**src/rtl/cube_pkg.sv**
```systemverilog
package cube_pkg;
    localparam int CELL_W    = 2;
    localparam int LUT_IDX_W = 2 * CELL_W;
    localparam int LUT_N     = 1 << LUT_IDX_W;
    localparam int FN_TBL_W  = CELL_W * LUT_N;

    typedef logic [CELL_W-1:0] kit_t;

    typedef enum logic [1:0] {
        TBL_REL = 2'd0,
        TBL_BEF = 2'd1,
        TBL_ACT = 2'd2,
        TBL_AFT = 2'd3
    } tbl_sel_e;

    typedef enum logic [1:0] {
        ST_IDLE,
        ST_EVAL,
        ST_PICK,
        ST_SHOW
    } seq_state_e;

    typedef struct packed {
        logic rel;
        kit_t bef;
        kit_t act;
        kit_t aft;
    } cell_fn_t;

    function automatic int lut_index(kit_t a, kit_t b);
        return int'({a, b});
    endfunction

    function automatic kit_t kit_lookup(logic [FN_TBL_W-1:0] tbl, kit_t a, kit_t b);
        return tbl[lut_index(a, b)*CELL_W +: CELL_W];
    endfunction

    function automatic logic bit_lookup(logic [LUT_N-1:0] tbl, kit_t a, kit_t b);
        return tbl[lut_index(a, b)];
    endfunction
endpackage

```
**src/rtl/cube_cell.sv**
```systemverilog
module cube_cell
    import cube_pkg::*;
(
    input  kit_t                 a_kit,
    input  kit_t                 b_kit,
    input  logic [LUT_N-1:0]     rel_tbl,
    input  logic [FN_TBL_W-1:0]  bef_tbl,
    input  logic [FN_TBL_W-1:0]  act_tbl,
    input  logic [FN_TBL_W-1:0]  aft_tbl,
    output cell_fn_t             fn
);
    always_comb begin
        fn.rel = bit_lookup(rel_tbl, a_kit, b_kit);
        fn.bef = kit_lookup(bef_tbl, a_kit, b_kit);
        fn.act = kit_lookup(act_tbl, a_kit, b_kit);
        fn.aft = kit_lookup(aft_tbl, a_kit, b_kit);
    end
endmodule

```
**src/rtl/cube_field_map.sv**
```systemverilog
module cube_field_map #(
    parameter int NCELL = 16
) (
    input  logic [NCELL-1:0]            fld_lo,
    output logic [NCELL-1:0]            head,
    output logic [NCELL-1:0][NCELL-1:0] member
);
    // head[h]: cell h is the leftmost cell of its field
    for (genvar h = 0; h < NCELL; h++) begin : g_head
        if (h == NCELL-1) begin : g_top
            assign head[h] = 1'b1;
        end else begin : g_mid
            assign head[h] = fld_lo[h+1];
        end
    end

    // member[h][i]: cell i lies in the field whose leftmost cell is h
    always_comb begin
        logic open;
        for (int h = 0; h < NCELL; h++) begin
            open = head[h];
            for (int i = NCELL-1; i >= 0; i--) begin
                if (i <= h) begin
                    member[h][i] = open;
                    if (fld_lo[i]) open = 1'b0;
                end else begin
                    member[h][i] = 1'b0;
                end
            end
        end
    end
endmodule

```
**src/rtl/cube_assemble.sv**
```systemverilog
module cube_assemble
    import cube_pkg::*;
#(
    parameter int NCELL  = 16,
    localparam int WORD_W = NCELL * CELL_W
) (
    input  cell_fn_t [NCELL-1:0]        fns,
    input  logic [NCELL-1:0]            head,
    input  logic [NCELL-1:0][NCELL-1:0] member,
    input  logic [NCELL-1:0]            pick,
    input  logic                        comb,
    input  logic                        or_comb,
    output logic [NCELL-1:0]            fld_rel,
    output logic [WORD_W-1:0]           cube,
    output logic                        empty
);
    logic [NCELL-1:0] rel_v;
    logic [NCELL-1:0] nz;

    // field relation, reduced over the cells of each field
    always_comb begin
        for (int i = 0; i < NCELL; i++) rel_v[i] = fns[i].rel;
        for (int h = 0; h < NCELL; h++) begin
            fld_rel[h] = head[h] & (or_comb ? |(rel_v & member[h])
                                            : &(rel_v | ~member[h]));
        end
    end

    // per cell: active / left / right choice, then field emptiness
    always_comb begin
        logic in_act, in_left, cell_rel;
        kit_t k;
        empty = 1'b0;
        for (int i = 0; i < NCELL; i++) begin
            in_act   = 1'b0;
            in_left  = 1'b0;
            cell_rel = 1'b0;
            for (int h = 0; h < NCELL; h++) begin
                if (member[h][i]) begin
                    in_act   = in_act | pick[h];
                    cell_rel = cell_rel | fld_rel[h];
                end
                if (h < i) in_left = in_left | pick[h];
            end
            if (comb)         k = cell_rel ? fns[i].act : fns[i].bef;
            else if (in_act)  k = fns[i].act;
            else if (in_left) k = fns[i].aft;
            else              k = fns[i].bef;
            cube[i*CELL_W +: CELL_W] = k;
            nz[i] = |k;
        end
        for (int h = 0; h < NCELL; h++) begin
            if (head[h] && !(|(nz & member[h]))) empty = 1'b1;
        end
    end
endmodule

```
**src/rtl/cube_seq.sv**
```systemverilog
module cube_seq
    import cube_pkg::*;
#(
    parameter int NCELL  = 16,
    localparam int WORD_W = NCELL * CELL_W
) (
    input  logic              clk,
    input  logic              rst,
    input  logic              start,
    input  logic              seq_mode,
    input  logic [NCELL-1:0]  fld_rel,
    input  logic [WORD_W-1:0] cube,
    input  logic              cube_empty,
    input  logic              nxt,
    output logic [NCELL-1:0]  pick,
    output logic              capture,
    output logic              busy,
    output logic [WORD_W-1:0] res,
    output logic              res_valid,
    output logic              no_result,
    output logic              done
);
    seq_state_e       state;
    logic [NCELL-1:0] pend;
    logic [NCELL-1:0] rest;
    logic             any_out;

    // leftmost pending candidate
    always_comb begin
        logic found;
        found = 1'b0;
        pick  = '0;
        for (int i = NCELL-1; i >= 0; i--) begin
            if (pend[i] && !found) begin
                pick[i] = 1'b1;
                found   = 1'b1;
            end
        end
    end

    assign rest    = pend & ~pick;
    assign capture = start && (state == ST_IDLE);
    assign busy    = (state != ST_IDLE);

    always_ff @(posedge clk) begin
        if (rst) begin
            state     <= ST_IDLE;
            pend      <= '0;
            any_out   <= 1'b0;
            res       <= '0;
            res_valid <= 1'b0;
            no_result <= 1'b0;
            done      <= 1'b0;
        end else begin
            done      <= 1'b0;
            no_result <= 1'b0;
            case (state)
                ST_IDLE: begin
                    if (start) begin
                        state   <= ST_EVAL;
                        any_out <= 1'b0;
                    end
                end
                ST_EVAL: begin
                    if (seq_mode) begin
                        pend <= fld_rel;
                        if (fld_rel == '0) begin
                            done      <= 1'b1;
                            no_result <= 1'b1;
                            state     <= ST_IDLE;
                        end else begin
                            state <= ST_PICK;
                        end
                    end else begin
                        pend <= '0;
                        if (cube_empty) begin
                            done      <= 1'b1;
                            no_result <= 1'b1;
                            state     <= ST_IDLE;
                        end else begin
                            res       <= cube;
                            res_valid <= 1'b1;
                            any_out   <= 1'b1;
                            state     <= ST_SHOW;
                        end
                    end
                end
                ST_PICK: begin
                    pend <= rest;
                    if (!cube_empty) begin
                        res       <= cube;
                        res_valid <= 1'b1;
                        any_out   <= 1'b1;
                        state     <= ST_SHOW;
                    end else if (rest == '0) begin
                        done      <= 1'b1;
                        no_result <= !any_out;
                        state     <= ST_IDLE;
                    end
                end
                ST_SHOW: begin
                    if (nxt) begin
                        res_valid <= 1'b0;
                        if (pend == '0) begin
                            done  <= 1'b1;
                            state <= ST_IDLE;
                        end else begin
                            state <= ST_PICK;
                        end
                    end
                end
                default: state <= ST_IDLE;
            endcase
        end
    end

    AST_PEND_NO_GROWTH: assert property (@(posedge clk) disable iff (rst)
        (state != ST_EVAL) |=> ((pend & ~$past(pend)) == '0));
    AST_RESULT_HELD: assert property (@(posedge clk) disable iff (rst)
        (res_valid && !nxt) |=> (res_valid && $stable(res)));
    AST_DONE_NOT_VALID: assert property (@(posedge clk) disable iff (rst)
        done |-> !res_valid);
    AST_NORES_WITH_DONE: assert property (@(posedge clk) disable iff (rst)
        no_result |-> done);
endmodule

```
**src/rtl/cube_calc_array.sv**
```systemverilog
module cube_calc_array
    import cube_pkg::*;
#(
    parameter int NCELL  = 16,
    localparam int WORD_W = NCELL * CELL_W
) (
    input  logic              clk,
    input  logic              rst,
    input  logic              start,
    input  logic [WORD_W-1:0] op_a,
    input  logic [WORD_W-1:0] op_b,
    input  logic [NCELL-1:0]  fld_lo,
    input  logic              seq_mode,
    input  logic              or_comb,
    input  logic              tbl_we,
    input  logic [1:0]        tbl_sel,
    input  logic [FN_TBL_W-1:0] tbl_data,
    input  logic              nxt,
    output logic [WORD_W-1:0] res,
    output logic              res_valid,
    output logic              no_result,
    output logic              done
);
    logic [WORD_W-1:0]   a_q, b_q;
    logic [NCELL-1:0]    lo_q;
    logic                seq_q, orc_q;
    logic [LUT_N-1:0]    rel_tbl;
    logic [FN_TBL_W-1:0] bef_tbl, act_tbl, aft_tbl;

    logic                        capture, busy, cube_empty;
    logic [NCELL-1:0]            head, pick, fld_rel;
    logic [NCELL-1:0][NCELL-1:0] member;
    cell_fn_t [NCELL-1:0]        fns;
    logic [WORD_W-1:0]           cube;

    // operation tables: kept across reset
    always_ff @(posedge clk) begin
        if (tbl_we) begin
            case (tbl_sel_e'(tbl_sel))
                TBL_REL: rel_tbl <= tbl_data[LUT_N-1:0];
                TBL_BEF: bef_tbl <= tbl_data;
                TBL_ACT: act_tbl <= tbl_data;
                TBL_AFT: aft_tbl <= tbl_data;
                default: ;
            endcase
        end
    end

    // run operands, captured only from idle
    always_ff @(posedge clk) begin
        if (rst) begin
            a_q   <= '0;
            b_q   <= '0;
            lo_q  <= '0;
            seq_q <= 1'b0;
            orc_q <= 1'b0;
        end else if (capture) begin
            a_q   <= op_a;
            b_q   <= op_b;
            lo_q  <= fld_lo;
            seq_q <= seq_mode;
            orc_q <= or_comb;
        end
    end

    for (genvar i = 0; i < NCELL; i++) begin : g_cell
        cube_cell u_cell (
            .a_kit   (a_q[i*CELL_W +: CELL_W]),
            .b_kit   (b_q[i*CELL_W +: CELL_W]),
            .rel_tbl (rel_tbl),
            .bef_tbl (bef_tbl),
            .act_tbl (act_tbl),
            .aft_tbl (aft_tbl),
            .fn      (fns[i])
        );
    end

    cube_field_map #(.NCELL(NCELL)) u_map (
        .fld_lo (lo_q),
        .head   (head),
        .member (member)
    );

    cube_assemble #(.NCELL(NCELL)) u_asm (
        .fns     (fns),
        .head    (head),
        .member  (member),
        .pick    (pick),
        .comb    (!seq_q),
        .or_comb (orc_q),
        .fld_rel (fld_rel),
        .cube    (cube),
        .empty   (cube_empty)
    );

    cube_seq #(.NCELL(NCELL)) u_seq (
        .clk        (clk),
        .rst        (rst),
        .start      (start),
        .seq_mode   (seq_q),
        .fld_rel    (fld_rel),
        .cube       (cube),
        .cube_empty (cube_empty),
        .nxt        (nxt),
        .pick       (pick),
        .capture    (capture),
        .busy       (busy),
        .res        (res),
        .res_valid  (res_valid),
        .no_result  (no_result),
        .done       (done)
    );

    AST_START_IGNORED: assert property (@(posedge clk) disable iff (rst)
        (busy && start) |=> ($stable(a_q) && $stable(b_q)));
    AST_RESET_CLEARS: assert property (@(posedge clk)
        rst |=> (!res_valid && !done && !no_result));
    AST_ACT_TABLE_WRITE: assert property (@(posedge clk)
        (tbl_we && tbl_sel == 2'd2) |=> (act_tbl == $past(tbl_data)));
endmodule

```
**config.mk**
```make
export PLATFORM = sky130hd
export DESIGN_NAME = cube_calc_array
export DESIGN_NICKNAME = d
export VERILOG_FILES = /design/src/rtl/cube_pkg.sv /design/src/rtl/cube_cell.sv /design/src/rtl/cube_field_map.sv /design/src/rtl/cube_assemble.sv /design/src/rtl/cube_seq.sv /design/src/rtl/cube_calc_array.sv
export SDC_FILE = /design/constraint.sdc
export NUM_CORES = 1
export LEC_CHECK = 0
export BUFFER_PORTS_ARGS = -buffer_cell sky130_fd_sc_hd__buf_4
export CAP_MARGIN = 20
export CORE_UTILIZATION = 59
export CTS_BUF_LIST = sky130_fd_sc_hd__clkbuf_2
export CTS_CLUSTER_DIAMETER = 150
export CTS_CLUSTER_SIZE = 20
export DETAILED_ROUTE_END_ITERATION = 6
export HOLD_SLACK_MARGIN = 0.15
export PLACE_DENSITY = 0.8
export RECOVER_POWER = 100
export SLEW_MARGIN = 20
export SYNTH_ARGS = -nofsm -noshare
export SYNTH_HDL_FRONTEND = slang
export SYNTH_SLANG_ARGS = --single-unit
```
**constraint.sdc**
```tcl
create_clock -name clk -period 5.6 [get_ports clk]
set_clock_uncertainty 0.2 [all_clocks]
set_input_delay 0.56 -clock clk [delete_from_list [all_inputs] [get_ports clk]]
set_output_delay 0.56 -clock clk [all_outputs]
set_load 0.03 [all_outputs]
```
==> qor_table.md, run 1 <==
| Parameter | Reported |
|:---|:---|
| Library cells used by synthesis | 107 |
| Commonest cells post-synth | mux4_2, nand2_1, clkbuf_1 |
| Remaining Overflow, GRT | 434 |
| Detailed-placement wirelength estimate | 115000 um |
| Gr usage total | 86.3% |
| Placer's final routability congestion estimate | 1.16 |
| Seq/Total Area, Yosys | 20.7% |
| CTS H-tree lvls | 1 |
| Starting density of the core | 59.9% |
| First Err | [ERROR GRT-0116] Global routing finished with congestion. Check the congestion regions in the DRC Viewer. |
| Via count of the first global-routing pass | 43.0k |
| Post-synthesis average cell area | 10.3 um^2 |
| Die Span Y | 225 um |
| Dominant synthesized flop cell | dfxtp_1 |
| EDFF count, synth | 112 |
| Proportion of synthesized flip-flops having asynchronous set or reset | 0% |
| Buffers from clock root to sink, at most | 3 |
| Port bufs | 154 |
| Clock sink count | 247 |
| TritonCTS Buffers | 16 |
| Standard-cell rows | 81 |
| Failing step | global routing (5_1_grt) |
| Count of warnings emitted by yosys | 0 |
| Maximum number of pins on one net before global-route repair | 83 |
| Global-route wire length before repair | 318000 um |
| Dominant cells by area after synthesis | mux4_2, edfxtp_1, dfxtp_1 |
| Root buf cell | clkbuf_2 |
| Area of the mapped netlist | 29300 um^2 |
| Post-synthesis net count | 2964 |
| Die width | 225 um |
| Area share of the leading cell type in the synthesized netlist | 37.6% |
| Status | stopped before the end |
| Library cell with the largest summed area after synthesis | mux4_2 |
| Number of top-level design ports | 156 |
| Setup WS pre-CTS | -1.30 ns |
| Cell with the most instances after synthesis | mux4_2 |
| Cell count after synthesis | 2838 |
| Yosys reg bits | 247 |
timing repair:
action                                  4_1_cts
pin swaps                                    50
gates cloned                                  3
hold buffers                                281
resized for setup                           103
setup buffers                                50
endpoints found under the setup margin       38
hold endpoints to repair                    349
per-layer routing:
layer	track usage, %	overflow
met1	87.6	24
met2	97.2	215
met3	75.4	43
met4	84.6	147
met5	52.8	5
cells by family after synthesis:
family / synth area share, %
adders and majority gates: 0.214
buffers and inverters: 5.47
AOI/OAI and AO/OA: 14.9
and+or+nand+nor: 14.3
muxes: 44.4
DFF: 20.7
through the flow:
step                      cells  utilization [%]  instance area (um^2)  hold slack (ns)  setup TNS [ns]
after global placement     4077             73.5                 36000            0.244          -40.87
after detailed placement   4077             73.5                 36000            0.252          -46.42
after floorplan            2838                -                 29400            0.242               0
after CTS                  4434             81.6                 39900            0.151          -26.50
==> run 2, diff against run 1 <==
- CORE_UTILIZATION: 59 -> 40
- CTS_BUF_LIST: sky130_fd_sc_hd__clkbuf_2 -> default
- CTS_CLUSTER_DIAMETER: 150 -> default
- CTS_CLUSTER_SIZE: 20 -> default
- HOLD_SLACK_MARGIN: 0.15 -> default
- PLACE_DENSITY: 0.8 -> default
- PLACE_DENSITY_LB_ADDON: default -> 0.15
- clock period: 5.6 -> 7.28 ns (I/O delays scaled with it)
==> qor_table.md, run 2 <==
| Parameter | Reported | Delta |
|:---|:---|:---|
| Layout net count | 3207 |  |
| Dominant cells by area after synthesis | mux4_2, edfxtp_1, dfxtp_1 | unchanged |
| Leak Pwr | 0.0114 uW |  |
| CP delay by family, top | compound AO/OA/AOI/OAI gates |  |
| Average wire per standard cell | 36.3 um |  |
| Stage delay of the slowest cell on the critical path | 0.61 ns |  |
| Class of the tightest hold or removal check | in2reg |  |
| Buffers from clock root to sink, at most | 3 | unchanged |
| Min cycle time layout | 7.17 ns |  |
| Starting DRC count in detailed routing | 4399 |  |
| Mux share of post-synthesis cell area | 44.4% | unchanged |
| Yosys reg bits | 247 | unchanged |
| Post-synthesis average cell area | 10.3 um^2 | unchanged |
| Cell count after synthesis | 2838 | unchanged |
| Port bufs | 154 | unchanged |
| Most frequent standard cell in the layout excluding fill and tap cells | mux4_2 |  |
| Starting density of the core | 40.7% | was 59.9% |
| Source-to-sink clock delay at the later pin of the worst-skew pair | 0.64 ns |  |
| Area of the mapped netlist | 29300 um^2 | unchanged |
| Die Span Y | 273 um | was 225 um |
| Post-route worst hold slack | 0.125 ns |  |
| Post-synthesis net count | 2964 | unchanged |
| Number of top-level design ports | 156 | unchanged |
| P&R area growth vs syn | 17.1% |  |
| Total of max-cap violations | 5 |  |
| Standard-cell rows | 98 | was 81 |
| Maximum number of pins on one net before global-route repair | 79 |  |
| Overall routed net length | 147000 um |  |
| Critical-path top delay cell | edfxtp_1 |  |
| Root buf cell | clkbuf_16 | was clkbuf_2 |
| Final instance area | 34300 um^2 |  |
| Xor and xnor fraction of the mapped netlist area | 0% | unchanged |
| Seq/Total Area, Yosys | 20.7% | unchanged |
| Share of the cycle needed by the critical path after routing | 98.5% |  |
| Gr usage total | 39.0% |  |
| Largest family of logic cells by synthesized area | multiplexers | unchanged |
| Arrival @ worst endpoint | 7.53 ns |  |
| PwrDens | 295 nW/um^2 |  |
| Unrepaired setup endpoints after global routing | false |  |
| Library cells used by synthesis | 107 | unchanged |
| Final instance count without filler cells | 4055 |  |
| Detailed-placement wirelength estimate | 113000 um | was 115000 um |
| Core outline area | 72000 um^2 |  |
| Worst Tran Pin Value | 2.56 ns |  |
| Max Fclk | 139 MHz |  |
| Top library cells by usage in the layout, fill and taps aside | mux4_2, buf_4, nand2_1 |  |
| Adder and majority cell fraction of the synthesized area | 0.214% | unchanged |
| Synth Area in Simple Gates | 14.3% | unchanged |
| Initial antenna violation count | 5 |  |
| Final Slew Violations | 184 |  |
| Count of warnings emitted by yosys | 0 | unchanged |
| Max IR drop VDD | 0.000221 V |  |
| Dominant cell type by count on the critical path | buf_4 |  |
| Dominant synthesized flop cell | dfxtp_1 | unchanged |
| TritonCTS Buffers | 29 | was 16 |
| Post-layout power | 10100 uW |  |
| Proportion of synthesized flip-flops having asynchronous set or reset | 0% | unchanged |
| TritonCTS clock tree | yes |  |
| Status | finished with violations | was stopped before the end |
| Number of buffers and inverters on the critical path | 8 |  |
| Synth Area in Compound Gates | 14.9% | unchanged |
| Library cell with the largest summed area after synthesis | mux4_2 | unchanged |
| Placed cell areas | 33400 um^2 | was 36000 um^2 |
| Area share of the leading cell type in the synthesized netlist | 37.6% | unchanged |
| Element type at the critical path end | register |  |
| Clock sink count | 247 | unchanged |
| Startpoint kind of the worst setup timing path | register |  |
| Clock-pin slew on the worst setup and hold paths | 0.07 ns |  |
| Biggest fanout along the worst timing path | 29 |  |
| Relative slew slack | -70.4% |  |
| EDFF count, synth | 112 | unchanged |
| Final number of setup-violating endpoints | 0 |  |
| Required time of the critical path | 7.64 ns |  |
| Via count of the first global-routing pass | 28.2k |  |
| Via density | 7.23 |  |
| ANT nets after route | 0 |  |
| Detailed-router iteration count before antenna repair | 6 |  |
| Global-route wire length before repair | 210000 um |  |
| Placer's final routability congestion estimate | 1.06 | was 1.16 |
| Total die area | 74300 um^2 |  |
| Placed cells | 3990 | was 4077 |
| # DRC | 0 |  |
| Commonest cells post-synth | mux4_2, nand2_1, clkbuf_1 | unchanged |
| CTS H-tree lvls | 1 | unchanged |
| CP Class | reg2reg |  |
| Die width | 273 um | was 225 um |
| Final hold vios | 0 |  |
| Remaining Overflow, GRT | 0 |  |
| Via count | 29.3k |  |
| Failing checks | capacitance limit, slew limit |  |
| Setup TNS | 0 ns |  |
| Cell with the most instances after synthesis | mux4_2 | unchanged |
| Share of post-route cells with drive strength above 1 | 38.3% |  |
==> run 2: cell counts after synthesis <==
Identical to the previous run, type by type.
==> run 2: worst reg2reg max path, delay by kind of cell (launching register included) <==
kind,cells,cell delay [ns]
AO/OA/AOI/OAI,10,2.31
AND/OR/NAND/NOR,8,1.89
buffers and inverters,8,1.62
flip-flops,1,0.61
multiplexers,1,0.46
==> run 2: routing by layer <==
| layer | vias to the layer above | track usage, % | share of wire, % |
|---|---|---|---|
| met2 | 2258 | 62.7 | 46 |
| met3 | 523 | 7.91 | 9.9 |
| li1 | 11866 | - | - |
| met4 | 10 | 22.2 | 7.4 |
| met5 | - | 0 | 0.045 |
| met1 | 14678 | 49.0 | 36 |
==> run 2: repair_timing <==
action / in CTS / in global routing
hold buffers: 0 / 0
gates resized for setup: 1 / 16
setup buffers: 0 / 10
pin swaps: 0 / 1
setup endpoints to repair: 14 / 38
==> run 2: worst paths after layout <==
path	from	end	slack, ns	depth (start not counted)
hold / removal	fld_lo[12]	lo_q[12]$_SDFFE_PP0P_	0.12	3
setup reg to reg	rel_tbl[9]$_DFFE_PP_	u_seq.res[0]$_SDFFE_PP0P_	0.11	27
setup / recovery	rel_tbl[9]$_DFFE_PP_	u_seq.res[0]$_SDFFE_PP0P_	0.11	27
hold reg to reg	u_seq.res[7]$_SDFFE_PP0P_	u_seq.res[7]$_SDFFE_PP0P_	0.26	2
==> run 2: area by class of cell <==
type,count,area (um^2)
fillers,6800,37700
inverters,39,146
flip-flops and latches,247,6090
clock buffers,35,748
diodes,1,2.50
repair buffers,571,4200
clock inverters,19,208
well taps,950,1190
multi-input cells,2193,21700
==> run 2: power breakdown <==
part / switching, uW / internal (uW) / total (uW)
logic: 3860 / 2750 / 6610
registers: 344 / 1660 / 2000
clock network: 664 / 845 / 1510
==> run 2: metrics by stage <==
| stage | setup slack [ns] | utilization, % |
|---|---|---|
| 3_3_place_gp | -0.127 | 46.4 |
| 3_5_place_dp | -0.00746 | 46.4 |
| 5_1_grt | 0.0101 | 47.6 |
| 6_report | 0.111 | 47.6 |
| 4_1_cts | 0.0210 | 47.8 |
| 2_1_floorplan | 1.35 | - |
==> run 2: cell families (layout without fill, tap and decap cells) <==
group / count (synthesis) / count (layout)
AO/OA/AOI/OAI: 617 / 617
adder cells (fa/ha/maj): 5 / 5
buffers and inverters: 398 / 664
flip-flops: 247 / 247
multiplexers: 677 / 677
other: 0 / 1
AND/OR/NAND/NOR: 894 / 894
No activity file was read; power rests on OpenSTA's default activity.
